===== src/rtl/piso_pkg.sv =====
package piso_pkg;
  localparam int DEF_WIDTH       = 8;
  localparam int DEF_SYNC_STAGES = 2;

  typedef enum logic [1:0] {
    OP_HOLD  = 2'd0,
    OP_LOAD  = 2'd1,
    OP_SHIFT = 2'd2
  } core_op_e;

  // Load wins over an edge in the same cycle; the edge is then lost.
  function automatic core_op_e pick_op(input logic load_n, input logic edge_seen);
    if (!load_n)        return OP_LOAD;
    else if (edge_seen) return OP_SHIFT;
    else                return OP_HOLD;
  endfunction
endpackage


===== src/rtl/piso_sync.sv =====
module piso_sync #(
  parameter int   W       = 1,
  parameter int   STAGES  = 2,
  parameter logic RST_VAL = 1'b0
) (
  input  logic         clk,
  input  logic         rst,
  input  logic [W-1:0] d,
  output logic [W-1:0] q
);
  logic [W-1:0] chain [STAGES];

  always_ff @(posedge clk) begin
    if (rst) begin
      for (int i = 0; i < STAGES; i++) chain[i] <= {W{RST_VAL}};
    end else begin
      chain[0] <= d;
      for (int i = 1; i < STAGES; i++) chain[i] <= chain[i-1];
    end
  end

  assign q = chain[STAGES-1];
endmodule


===== src/rtl/piso_clk_comb.sv =====
module piso_clk_comb (
  input  logic clk,
  input  logic rst,
  input  logic pin_a_s,
  input  logic pin_b_s,
  output logic shift_edge
);
  logic merged;
  logic merged_q;

  assign merged = pin_a_s | pin_b_s;

  always_ff @(posedge clk) begin
    if (rst) merged_q <= 1'b0;
    else     merged_q <= merged;
  end

  assign shift_edge = merged & ~merged_q;

  // a rising pin with the other pin low gives an edge
  p_pin_a_edge_r6: assert property (@(posedge clk) disable iff (rst)
    ($rose(pin_a_s) && !pin_b_s && !$past(pin_b_s)) |-> shift_edge);
  p_pin_b_edge_r6: assert property (@(posedge clk) disable iff (rst)
    ($rose(pin_b_s) && !pin_a_s && !$past(pin_a_s)) |-> shift_edge);
  // a pin held high masks the other pin
  p_a_enable_r7: assert property (@(posedge clk) disable iff (rst)
    (pin_a_s && $past(pin_a_s)) |-> !shift_edge);
  p_b_enable_r7: assert property (@(posedge clk) disable iff (rst)
    (pin_b_s && $past(pin_b_s)) |-> !shift_edge);
  // raising one pin while the other is already high is no edge
  p_safe_disable_r10: assert property (@(posedge clk) disable iff (rst)
    ($rose(pin_b_s) && pin_a_s && $past(pin_a_s)) |-> !shift_edge);
endmodule


===== src/rtl/piso_core.sv =====
module piso_core
  import piso_pkg::*;
#(
  parameter int WIDTH = DEF_WIDTH
) (
  input  logic             clk,
  input  logic             rst,
  input  logic             load_n_s,
  input  logic             sdata_s,
  input  logic [WIDTH-1:0] par_s,
  input  logic             shift_edge,
  output logic             msb
);
  logic [WIDTH-1:0] stage;
  core_op_e         op;

  function automatic logic [WIDTH-1:0] shift_up(input logic [WIDTH-1:0] cur, input logic b);
    return {cur[WIDTH-2:0], b};
  endfunction

  assign op = pick_op(load_n_s, shift_edge);

  always_ff @(posedge clk) begin
    if (rst) begin
      stage <= '0;
    end else begin
      case (op)
        OP_LOAD:  stage <= par_s;
        OP_SHIFT: stage <= shift_up(stage, sdata_s);
        default:  stage <= stage;
      endcase
    end
  end

  assign msb = stage[WIDTH-1];

  // reset clears the register
  p_reset_clear_r1: assert property (@(posedge clk) rst |=> (stage == '0));
  // level load copies the bus
  p_level_load_r2: assert property (@(posedge clk) disable iff (rst)
    !load_n_s |=> (stage == $past(par_s)));
  // an edge during load is discarded
  p_edge_dropped_r3: assert property (@(posedge clk) disable iff (rst)
    (!load_n_s && shift_edge) |=> (stage == $past(par_s)));
  // shift toward the top, serial bit into stage 0
  p_shift_r4: assert property (@(posedge clk) disable iff (rst)
    (load_n_s && shift_edge) |=>
      (stage[WIDTH-1:1] == $past(stage[WIDTH-2:0])) && (stage[0] == $past(sdata_s)));
  // no edge, no change
  p_hold_r5: assert property (@(posedge clk) disable iff (rst)
    (load_n_s && !shift_edge) |=> $stable(stage));
endmodule


===== src/rtl/piso_shreg.sv =====
module piso_shreg
  import piso_pkg::*;
#(
  parameter int WIDTH       = DEF_WIDTH,
  parameter int SYNC_STAGES = DEF_SYNC_STAGES
) (
  input  logic             clk,
  input  logic             rst,
  input  logic             clk_a_pin,
  input  logic             clk_b_pin,
  input  logic             load_n_pin,
  input  logic             ser_in,
  input  logic [WIDTH-1:0] par_in,
  output logic             ser_out,
  output logic             ser_out_n
);
  localparam int CTRL_W = 3;

  logic [CTRL_W-1:0] ctrl_s;
  logic              load_n_s;
  logic [WIDTH-1:0]  par_s;
  logic              shift_edge;
  logic              top_bit;

  piso_sync #(.W(CTRL_W), .STAGES(SYNC_STAGES), .RST_VAL(1'b0)) u_sync_ctrl (
    .clk(clk), .rst(rst), .d({clk_a_pin, clk_b_pin, ser_in}), .q(ctrl_s));

  piso_sync #(.W(1), .STAGES(SYNC_STAGES), .RST_VAL(1'b1)) u_sync_load (
    .clk(clk), .rst(rst), .d(load_n_pin), .q(load_n_s));

  piso_sync #(.W(WIDTH), .STAGES(SYNC_STAGES), .RST_VAL(1'b0)) u_sync_par (
    .clk(clk), .rst(rst), .d(par_in), .q(par_s));

  piso_clk_comb u_clk_comb (
    .clk(clk), .rst(rst), .pin_a_s(ctrl_s[2]), .pin_b_s(ctrl_s[1]),
    .shift_edge(shift_edge));

  piso_core #(.WIDTH(WIDTH)) u_core (
    .clk(clk), .rst(rst), .load_n_s(load_n_s), .sdata_s(ctrl_s[0]),
    .par_s(par_s), .shift_edge(shift_edge), .msb(top_bit));

  assign ser_out   = top_bit;
  assign ser_out_n = ~top_bit;
endmodule


===== config.mk =====
export PLATFORM = sky130hd
export DESIGN_NAME = piso_shreg
export DESIGN_NICKNAME = d
export VERILOG_FILES = /design/src/rtl/piso_pkg.sv /design/src/rtl/piso_sync.sv /design/src/rtl/piso_clk_comb.sv /design/src/rtl/piso_core.sv /design/src/rtl/piso_shreg.sv
export SDC_FILE = /design/constraint.sdc
export NUM_CORES = 1
export LEC_CHECK = 0
export ABC_AREA = 1
export BUFFER_PORTS_ARGS = -buffer_cell sky130_fd_sc_hd__buf_4
export CAP_MARGIN = 10
export CORE_UTILIZATION = 50
export DETAILED_ROUTE_END_ITERATION = 10
export HOLD_SLACK_MARGIN = 0.12
export PLACE_DENSITY = 0.83
export SETUP_SLACK_MARGIN = 0.2
export SYNTH_ARGS = -nofsm -noshare
export SYNTH_HDL_FRONTEND = slang
export SYNTH_SLANG_ARGS = --single-unit

===== constraint.sdc =====
create_clock -name clk -period 0.95 [get_ports clk]
set_input_delay 0.095 -clock clk [delete_from_list [all_inputs] [get_ports clk]]
set_output_delay 0.095 -clock clk [all_outputs]
set_load 0.02 [all_outputs]

==> metrics.txt <==
status finished, violations left; failing checks hold timing; Slowest cell on crit path dfxtp_2; die area 0.00251 mm2; RSZ-0062 raised after global routing true; CTS tree built; Initial DRT Pass Iterations 4; CTS buffer count 5; # DRC 0; Clock transition at path regs 90 ps; pin count of the biggest net entering global routing 27; Placer Congestion 0.825; delay-heaviest family, CP simple AND/OR/NAND/NOR gates; Netlist Area Pre-Place 0.00115 mm2; core area 0.00219 mm2; worst reg2reg setup slack 9 ps; routed vias 891; endpoints failing hold 1; share of the synthesized area in the top cell type 57.2%; final critical-path share of the clock period 99.0%; Post-Route WL 2.05 mm; clk sinks 33; Pwr Total 2.35 mW; Initial Util 52.7%; Area Growth Syn to Fin 34.5%; Avg WL per Cell 10.3 um; Clock Latency Late Sink 320 ps; max-slew violation count 0; worst slew pin tran 238 ps; Distinct cells, synth 13; Leakage 0.807 nW; Hold/Removal Path Class primary input to flip-flop; r2r startpoint u_sync_ctrl.chain[0][5]; Setup Total Neg Slack 0 ps; final count of negative-setup-slack endpoints 0; deepest clock path buffer count 2; top cells by area, synth dfxtp_1 (57%), inv_1 (11%), nor2_1 (7.2%); Worst slew margin 84.1%; Fmax 1060 MHz; Crit path largest cell delay 340 ps; CP Cell Sequence inv_4 > nand2_8 > nand2_8 > nand3_2 > nand3_2 > nand2_1 > inv_1; first-pass GRT wire length 3.48 mm; pre-CTS setup slack 4.98 ps; CTS Hold Bufs 11; vias in the first global route 811; arrival time at the worst endpoint 1200 ps; worst setup margin 9.11 ps; post-synthesis instance total 141; Synth area leader dfxtp_1; clock skew 6.66 ps; Critical Path RT 1210 ps; Max H-tree Level 2; DIE HEIGHT 50.1 um; Post-CTS Setup Bufs 0; max cap viols 0; GRT Util Overall 19.9%; DP Area 0.00128 mm2; commonest non-fill, non-tap cell in the layout inv_1; Final Instance Count excl. Fillers 199; port bufs 15; crit path max fanout 8; I/O Pins 16; Synth Register Bits 33; fin crit period 941 ps; FP Rows 17; vias per inst 4.48; DRC marker count from the first detailed-route iteration 12; WP buf/inv 2; ratio of cells with drive above 1 in the final layout 29.8%; placed insts 181; CP endpoint kind flip-flop; Final nets 186; Overflow after GRT 0; DIE WIDTH 50.1 um; Root Driver clkbuf_4; initial antenna violation count 0; Hold Slack -43.7 ps; kind of critical path flip-flop to flip-flop; CP Launch Type flip-flop; post-synthesis sequential area ratio 57.2%; most frequent cells in the layout inv_1 (31), dfxtp_1 (29), nor2_1 (22); Min-Delay Endpoint u_sync_load.chain[0][0]; r2r endpoint u_core.stage[6]; Antenna Violating Nets Remaining 0; cell area after layout 0.00155 mm2; PwrDens 1510 mW/mm2; Hold Path Stages 2; Hold Crit Start load_n_pin; VDD IR max 0.00118 V; syn_nets 155; HPWL after DPL 1.15 mm; Mapped Avg Cell Area 8.19 um2; # diodes 0; Reg2Reg Depth 7; Ys Warns 0
==> kinds of logic after synthesis <==
group,count (synthesis),share of synthesized area (%)
AOI/OAI and AO/OA,1,0.433
buffers and inverters,41,15.7
DFF,33,57.2
and+or+nand+nor,66,26.7
==> where the power goes <==
group	switching [mW]	leakage (nW)	internal [mW]
sequential	0.0205	0.272	1.44
clock	0.404	0.0269	0.256
combinational	0.114	0.507	0.115
total	0.538	0.807	1.81
==> worst max-delay path by stage <==
stage                                  startpoint               to  slack, ps  cells after the start
after detailed placement  u_sync_ctrl.chain[0][5]  u_core.stage[1]          5                      7
after global placement    u_sync_ctrl.chain[0][5]  u_core.stage[0]         60                      7
final                     u_sync_ctrl.chain[0][5]  u_core.stage[6]          9                      7
after global routing      u_sync_ctrl.chain[0][5]  u_core.stage[6]        -60                      7
after CTS                         u_core.stage[7]        ser_out_n         30                      2
after floorplan           u_sync_load.chain[0][1]  u_core.stage[5]        100                      6
==> worst reg2reg max path, stage by stage (launching register included) <==
cell	delay (ps)
dfxtp_2	340
inv_4	90
nand2_8	80
nand2_8	120
nand3_2	90
nand3_2	70
nand2_1	60
inv_1	50
==> flip-flops by register name (all words and copies together), names as in the netlist <==
register,count
u_clk_comb.merged_q,1
u_sync_par.chain,16
u_sync_load.chain,2
u_core.stage,8
u_sync_ctrl.chain,6
==> metrics by stage <==
stage | utilization [%] | hold WS (ps)
6_report | 70.9 | -43.7
5_1_grt | 70.9 | -63.5
4_1_cts | 69.7 | -62.7
3_5_place_dp | 58.5 | 285
3_3_place_gp | 58.5 | 279
2_1_floorplan | - | 199
==> cell type report <==
| cell class | instances | area [um2] |
|---|---|---|
| Clock buffer | 5 | 37.5 |
| Clock inverter | 1 | 5.00 |
| Fill cell | 173 | 638 |
| Inverter | 36 | 143 |
| Multi-Input combinational cell | 68 | 414 |
| Sequential cell | 33 | 666 |
| Tap cell | 28 | 35.0 |
| Timing Repair Buffer | 28 | 253 |
==> synthesized netlist by cell type <==
| library cell | n |
|---|---|
| nand2_1 | 16 |
| inv_2 | 1 |
| buf_2 | 3 |
| buf_6 | 1 |
| buf_12 | 1 |
| nand3_1 | 16 |
| nand2_4 | 2 |
| a21oi_1 | 1 |
| dfxtp_1 | 33 |
| nand4_1 | 8 |
| nor2_1 | 22 |
| inv_1 | 35 |
| or2_2 | 2 |
==> routing by layer <==
layer  vias up  GRT usage (%)  routed length (um)
met5         -              0                   0
met2        19           34.7                1040
met4         0           8.57                  61
met3         6           9.57                  77
li1        485              -                   -
met1       381           19.7                 869
==> what timing repair did <==
item	CTS	global route
cloned	1	0
endpoints found under the setup margin	10	10
endpoints found under the hold margin	24	8
gates resized for setup	23	7
pin swaps	4	0
Note: power is estimated with default switching activity, not from simulation.
